**config.mk**
```make
export PLATFORM = sky130hd
export DESIGN_NAME = dbg_comm_scan
export DESIGN_NICKNAME = d
export VERILOG_FILES = /design/src/rtl/dbg_comm_pkg.sv /design/src/rtl/dbg_scan_shifter.sv /design/src/rtl/dbg_frame_decode.sv /design/src/rtl/dbg_comm_regs.sv /design/src/rtl/dbg_comm_scan.sv
export SDC_FILE = /design/constraint.sdc
export NUM_CORES = 1
export LEC_CHECK = 0
export ABC_AREA = 1
export BUFFER_PORTS_ARGS = -buffer_cell sky130_fd_sc_hd__clkbuf_2
export CAP_MARGIN = 25
export CORE_MARGIN = 2
export CORE_UTILIZATION = 61
export DETAILED_ROUTE_END_ITERATION = 6
export GPL_TIMING_DRIVEN = 1
export PLACE_DENSITY = 0.87
export SKIP_CTS_REPAIR_TIMING = 1
export SLEW_MARGIN = 40
export SYNTH_ARGS = -nofsm -noshare
export SYNTH_HDL_FRONTEND = slang
export SYNTH_SLANG_ARGS = --single-unit
export TNS_END_PERCENT = 10
```
**constraint.sdc**
```tcl
create_clock -name tck -period 11.7 [get_ports tck]
set_input_delay 1.17 -clock tck [delete_from_list [all_inputs] [get_ports tck]]
set_output_delay 1.17 -clock tck [all_outputs]
set_load 0.01 [all_outputs]
```
**src/rtl/dbg_comm_pkg.sv**
```systemverilog
package dbg_comm_pkg;
  localparam int DATA_W  = 32;
  localparam int ADDR_W  = 5;
  localparam int FRAME_W = DATA_W + ADDR_W + 1;

  localparam logic [ADDR_W-1:0] ADDR_CTRL = ADDR_W'(4);
  localparam logic [ADDR_W-1:0] ADDR_DATA = ADDR_W'(5);

  // Packed MSB first: wr is bit FRAME_W-1, data ends at bit 0.
  typedef struct packed {
    logic              wr;
    logic [ADDR_W-1:0] addr;
    logic [DATA_W-1:0] data;
  } frame_t;

  typedef enum logic [2:0] {
    ACC_NONE,
    ACC_WR_DATA,
    ACC_RD_DATA,
    ACC_RD_CTRL,
    ACC_IGNORE
  } acc_t;
endpackage

```
**src/rtl/dbg_scan_shifter.sv**
```systemverilog
module dbg_scan_shifter
  import dbg_comm_pkg::*;
(
  input  logic              clk,
  input  logic              rst_n,
  input  logic              capture,
  input  logic              shift,
  input  logic              tdi,
  input  logic [DATA_W-1:0] cap_data,
  output frame_t            frame_q,
  output logic              tdo
);
  frame_t frame_d;
  logic   frame_en;

  assign frame_en = capture | shift;

  always_comb begin
    frame_d = frame_q;
    if (capture) begin
      frame_d      = '0;
      frame_d.data = cap_data;
    end else if (shift) begin
      frame_d = frame_t'({tdi, frame_q[FRAME_W-1:1]});
    end
  end

  always_ff @(posedge clk or negedge rst_n) begin
    if (!rst_n) begin
      frame_q <= '0;
    end else if (frame_en) begin
      frame_q <= frame_d;
    end
  end

  assign tdo = frame_q[0];
endmodule

```
**src/rtl/dbg_frame_decode.sv**
```systemverilog
module dbg_frame_decode
  import dbg_comm_pkg::*;
(
  input  logic   update,
  input  frame_t frame,
  output acc_t   acc
);
  always_comb begin
    acc = ACC_NONE;
    if (update) begin
      if (frame.addr == ADDR_DATA) begin
        acc = frame.wr ? ACC_WR_DATA : ACC_RD_DATA;
      end else if (frame.addr == ADDR_CTRL && !frame.wr) begin
        acc = ACC_RD_CTRL;
      end else begin
        acc = ACC_IGNORE;
      end
    end
  end
endmodule

```
**src/rtl/dbg_comm_regs.sv**
```systemverilog
module dbg_comm_regs
  import dbg_comm_pkg::*;
(
  input  logic              clk,
  input  logic              rst_n,
  input  acc_t              acc,
  input  logic [DATA_W-1:0] wdata,
  input  logic              rx_take,
  input  logic              tx_load,
  input  logic [DATA_W-1:0] tx_din,
  output logic [DATA_W-1:0] rx_q,
  output logic              r_q,
  output logic              w_q,
  output logic [DATA_W-1:0] pend_q
);
  logic [DATA_W-1:0] tx_q;
  logic              r_d, w_d;
  logic              rx_en, pend_en;
  logic [DATA_W-1:0] pend_d;

  assign rx_en   = (acc == ACC_WR_DATA);
  assign pend_en = (acc != ACC_NONE);

  always_comb begin
    r_d = r_q;
    if (rx_take) r_d = 1'b0;
    if (rx_en)   r_d = 1'b1;

    w_d = w_q;
    if (acc == ACC_RD_DATA) w_d = 1'b0;
    if (tx_load)            w_d = 1'b1;

    case (acc)
      ACC_RD_CTRL: pend_d = {{(DATA_W-2){1'b0}}, w_q, r_q};
      ACC_RD_DATA: pend_d = tx_q;
      default:     pend_d = '0;
    endcase
  end

  always_ff @(posedge clk or negedge rst_n) begin
    if (!rst_n) begin
      r_q    <= 1'b0;
      w_q    <= 1'b0;
      rx_q   <= '0;
      tx_q   <= '0;
      pend_q <= '0;
    end else begin
      r_q <= r_d;
      w_q <= w_d;
      if (rx_en)   rx_q   <= wdata;
      if (tx_load) tx_q   <= tx_din;
      if (pend_en) pend_q <= pend_d;
    end
  end
endmodule

```
**src/rtl/dbg_comm_scan.sv**
```systemverilog
module dbg_comm_scan
  import dbg_comm_pkg::*;
(
  input  logic              tck,
  input  logic              trst_n,
  input  logic              tdi,
  input  logic              capture_dr,
  input  logic              shift_dr,
  input  logic              update_dr,
  output logic              tdo,
  output logic [DATA_W-1:0] dev_rx_data,
  output logic              dev_rx_valid,
  input  logic              dev_rx_take,
  input  logic [DATA_W-1:0] dev_tx_data,
  input  logic              dev_tx_load,
  output logic              dev_tx_full
);
  logic [1:0]        rst_q;
  logic              rst_n_int;
  frame_t            scan_q;
  acc_t              acc;
  logic [DATA_W-1:0] pend;

  always_ff @(posedge tck or negedge trst_n) begin
    if (!trst_n) rst_q <= '0;
    else         rst_q <= {rst_q[0], 1'b1};
  end
  assign rst_n_int = rst_q[1];

  dbg_scan_shifter u_shift (
    .clk      (tck),
    .rst_n    (rst_n_int),
    .capture  (capture_dr),
    .shift    (shift_dr),
    .tdi      (tdi),
    .cap_data (pend),
    .frame_q  (scan_q),
    .tdo      (tdo)
  );

  dbg_frame_decode u_dec (
    .update (update_dr),
    .frame  (scan_q),
    .acc    (acc)
  );

  dbg_comm_regs u_regs (
    .clk     (tck),
    .rst_n   (rst_n_int),
    .acc     (acc),
    .wdata   (scan_q.data),
    .rx_take (dev_rx_take),
    .tx_load (dev_tx_load),
    .tx_din  (dev_tx_data),
    .rx_q    (dev_rx_data),
    .r_q     (dev_rx_valid),
    .w_q     (dev_tx_full),
    .pend_q  (pend)
  );
endmodule

```
# Word-level counts from Yosys, hierarchy flattened
# Cells that the tools add are included.
totals:
  input_bits: 40
  wordCells: 33
  reg_bits: 138
classes:
  bitwise: 1
  n_eq_ne: 5
  reduce_logical: 7
  n_mux: 11
op_table:
  columns: ["cell", "n"]
  rows:
  - ["$mux 38", 2]
  - ["$pmux 32 s2", 1]
  - ["$eq 5x3->1 const B", 2]
  - ["$mux 3", 3]
  - ["$eq 3x2->1 const B", 2]
  - ["$reduce_bool 2->1", 3]
  - ["$mux 1", 4]
  - ["$eq 3x1->1 const B", 1]
  - ["$reduce_bool 3->1", 1]
  - ["$mux 2", 1]
  - ["$reduce_and 2->1", 1]
  - ["$logic_and 1x1->1", 1]
  - ["$logic_not 1->1", 1]
  - ["$or 1x1->1", 1]

# Longest topological paths before layout
logic_depth:
  ltp_word: 8
  ltp_mapped: 9
  ltp_nobuf: 8

# Cells and area by module
# Synthesis repeated with hierarchy kept, for this count alone.
hier_totals:
  cells_unflattened: 622
  hier_area_um2: 6236.0
modules_own_cells:
  columns: ["mod", "area_per_inst_um2", "cells_each", "instances"]
  rows:
  - ["dbg_comm_regs", 4352.9, 395, 1]
  - ["dbg_scan_shifter", 1749.2, 206, 1]
  - ["dbg_frame_decode", 80.1, 18, 1]
  - ["dbg_comm_scan", 53.8, 3, 1]

# Least setup slack after synthesis
# No wires, ideal clock.
synth_path:
  kind: "input port to flip-flop"
  start: "in shift_dr"
  end: "reg u_shift.frame_q[34] in the netlist's numbering"
  arrival_time_ps: 1857
  n_path_buf: 2
  stages: 7
  setup_slack_ps: 9716
  cell_sequence: "buf_2 > inv_1 > nand2_1 > inv_2 > buf_2 > nand2_1 > o21ai_0"
synth_between:
  elab_chain_len: 2
  elab_cells_between_ends: 3
  cone_classes: "1 x bitwise; 2 x reduce/logical"
synth_lines:
  columns: ["element", "line_no", "source"]
  rows:
  - ["start, declared", "dbg_comm_scan.sv:8", "input logic shift_dr,"]
  - ["$reduce_bool 2->1 (no line) or $or 1x1->1 (tied branches)", null, null]
  - ["$reduce_and 2->1 (no line) *", null, null]
  - ["end signal, assigned", "dbg_scan_shifter.sv:32", "frame_q <= frame_d;"]
  - ["end, declared", "dbg_scan_shifter.sv:10", "output frame_t frame_q,"]
# Every way passes the cells marked *; elsewhere a longest branch is shown, timed or not.
# A chain may end at the register's enable or synchronous reset.

# Final worst setup path
layout_path:
  start: "in update_dr"
  end: "reg u_regs.r_q"
layout_between:
  elab_chain_len: 3
  elab_cells_between_ends: 4
  cone_classes: "1 x eq/ne; 2 x mux; 1 x reduce/logical"
layout_lines:
  columns: ["element", "line_no", "source"]
  rows:
  - ["start, declared", "dbg_comm_scan.sv:9", "input logic update_dr,"]
  - ["$mux 3 *", "dbg_frame_decode.sv:10", "if (update) begin"]
  - ["$eq 3x1->1 *", "dbg_comm_regs.sv:21", "assign rx_en = (acc == ACC_WR_DATA);"]
  - ["$mux 1 or $reduce_bool 2->1 (tied branches)", null, null]
  - ["end signal, assigned", "dbg_comm_regs.sv:48", "r_q <= r_d;"]
  - ["end, declared", "dbg_comm_regs.sv:12", "output logic r_q,"]
# Marks and branches as above.

==> impl_metrics.json <==
{
  "grt_max_degree": 88,
  "ys_types": 25,
  "clock_skew_ns": 0.00942,
  "pre_cts_slack_ns": 8.52,
  "intPower_w": 0.000860,
  "synth-edff-count": 0,
  "hold_path.class": "flop to async pin",
  "grt_pass1_vias": 4445,
  "tightest_slew_ns": 0.758,
  "yosysWarningCount": 0,
  "slew-limit-headroom_pct": 49.5,
  "timing.critical_path.max_delay_family": "buffers and inverters",
  "max_clock_freq_ghz": 0.371,
  "p_comb_share_pct": 6.2,
  "ys_seq_area_share_pct": 60.9,
  "cts_tree": "done",
  "areaGrowthSynthToFinish_pct": 16.8,
  "core-area_sq_um": 9110,
  "dpl.cell_count": 790,
  "htree_num_levels": 4,
  "syn_area_sq_um": 5670,
  "synth_ff_type": "dfrtp_1",
  "clock-sinks": 138,
  "timing.final.ws_setup_ns": 9.00,
  "power.density_nw_per_um2": 172,
  "design_area_sq_um": 6620,
  "vdd_drop_max_mv": 0.0737,
  "p_seq_share_pct": 45.7,
  "wirelength_um": 12600,
  "dieArea_sq_um": 10100,
  "ys_async_sr_fraction_pct": 100,
  "multi_input_area_sq_um": 1850,
  "grt_pass1_wl_um": 21600,
  "globalplace.congestion": 0.846,
  "portBuffers": 74,
  "critPathSlowestCell": "nand3_4",
  "ys_ff_latch": 138,
  "grt_util_all_layers_pct": 27.4,
  "clock_latency_ns": 0.52,
  "firstDrtPassIters": 5,
  "cp.required_ns": 12.10,
  "clk_pin_slew_worst_paths_ns": 0.06,
  "setup_tns_ns": 0,
  "reg2reg_depth": 5,
  "initial_core_util_pct": 62.2,
  "finalHoldViolations": 0,
  "power_frac_clock_pct": 48.0,
  "antenna_found_initial": 0,
  "cp_slowest_stage_delay_ns": 0.41,
  "dp_hpwl_um": 7720,
  "avgSynthCellArea_sq_um": 8.83,
  "status": "complete, no violations",
  "crit_arrival_ns": 3.10,
  "die_w_um": 100,
  "finalCritPeriodShare_pct": 23.0,
  "worstPathCellList": "clkbuf_2 -> inv_2 -> nor2_1 -> nand3_2 -> nand2_1 -> inv_2 -> nand3_4 -> o21ai_0",
  "period_needed_ns": 2.70,
  "vias_per_cell": 5.57,
  "syn_nets": 682,
  "antennaDiodeCount": 0,
  "fin_nets": 738,
  "p_sw_w": 0.000276,
  "wl_per_cell_um": 15.4,
  "cts_root_buf": "clkbuf_8",
  "overflow": 0,
  "clockBufferDepth": 2,
  "layout-drive-gt1-share_pct": 17.3,
  "max_cap_viol_count": 0,
  "total_power_w": 0.00114,
  "crit_cells": 8,
  "worst-path-buf-inv": 3,
  "fill_cells": 621,
  "critPathMostFrequentCell": "inv_2",
  "drv_slew": 0,
  "worst-path-max-fanout": 33,
  "regToRegSetupSlack_ns": 9.65,
  "drc": 0,
  "drtIter0Drc": 446,
  "num_io_pins": 75,
  "fin_cells": 822,
  "cts_buffers": 17,
  "dieHeight_um": 100,
  "synthCells": 642,
  "vias": 4577,
  "p_leak_nw": 3.59,
  "rsz0062_at_grt": "false",
  "crit_path_end_kind": "flop",
  "startpoint_type": "primary input",
  "ant_nets": 0,
  "critPathKind": "primary input to flop",
  "switching_share_pct": 24.3,
  "place_area_sq_um": 6000,
  "regArea_sq_um": 3460,
  "rows": 35,
  "finalSetupViolCount": 0
}
==> worst register-to-register path: cells and delay by family, from the launching register on <==
| kind | cells | cell delay (ns) |
|---|---|---|
| flip-flops | 1 | 0.44 |
| AND/OR/NAND/NOR | 4 | 1.23 |
| AO/OA/AOI/OAI | 1 | 0.27 |
==> layout by cell type (no fill, tap or decap), drive strengths merged, types with 3 or more instances in the layout <==
| cell | count |
|---|---|
| nand3 | 10 |
| dfrtp | 138 |
| clkinv | 4 |
| o21ai | 10 |
| nor2 | 8 |
| clkbuf | 93 |
| clkinvlp | 3 |
| bufinv | 3 |
| a21oi | 88 |
| nand2 | 266 |
| nand4 | 33 |
| inv | 49 |
==> Yosys cell counts (3+ instances only) <==
master	instances	area share [%]
buf_2	10	0.88
inv_1	40	2.6
buf_4	4	0.53
nand4_1	33	3.6
dfrtp_1	138	61
nand2_1	264	17
a21oi_1	88	7.8
inv_2	5	0.33
nor2_2	3	0.33
buf_1	5	0.33
nor2_1	4	0.26
clkbuf_1	17	1.1
nand3_1	8	0.71
buf_6	3	0.60
o21ai_0	10	0.88
==> registers in the layout, indices dropped and copies added (netlist names) <==
register         cells
u_shift.frame_q     38
u_regs.tx_q         32
u_regs.pend_q       32
u_regs.r_q           1
u_regs.rx_q         32
u_regs.w_q           1
rst_q                2
==> cell families after synthesis <==
| kind of cell | synth area share (%) |
|---|---|
| other | 0.0662 |
| DFF | 60.9 |
| and+or+nand+nor | 23.5 |
| buffers and inverters | 6.45 |
| AOI/OAI and AO/OA | 9.03 |
==> power by group through the flow <==
| stage | Sequential [W] | Combinational (W) | Clock (W) |
|---|---|---|---|
| finish | 0.000520 | 0.0000706 | 0.000546 |
| global route | 0.000522 | 0.0000811 | 0.000571 |
| CTS | 0.000519 | 0.0000711 | 0.000548 |
| detailed placement | 0.000528 | 0.0000694 | 0 |
| global placement | 0.000526 | 0.0000659 | 0 |
| floorplan | 0.000529 | 0.0000413 | 0 |
==> layer usage <==
layer	routed length (um)	share of wire, %	track usage (%)	vias up
met5	0	0	0	-
met2	5980	47	42.1	182
li1	-	-	-	2178
met3	807	6.4	6.34	20
met1	5650	45	39.3	2197
met4	197	1.6	8.64	0
==> area by class of cell <==
type                    instances  share of cell area [%]
clock buffers                  18                    6.47
clock inverters                14                    2.80
inverters                      45                    2.55
multi-input cells             420                    27.9
flip-flops and latches        138                    52.2
well taps                     111                    2.10
repair buffers                 76                    5.92
==> per-stage QoR <==
step	utilization (%)	hold WS (ns)
floorplan	-	0.331
global route	72.7	0.363
CTS	72.6	0.360
finish	72.7	0.353
detailed placement	65.9	0.343
global placement	65.9	0.338
==> worst paths after layout <==
path                                startpoint             endpoint
max                                  update_dr           u_regs.r_q
min                                   rst_q[1]       u_regs.tx_q[4]
max reg2reg                u_shift.frame_q[33]           u_regs.r_q
min reg2reg                           rst_q[1]       u_regs.tx_q[4]
max in group asynchronous             rst_q[1]  u_shift.frame_q[36]
min in group tck                      rst_q[0]             rst_q[1]
No activity file was read; power rests on OpenSTA's default activity.
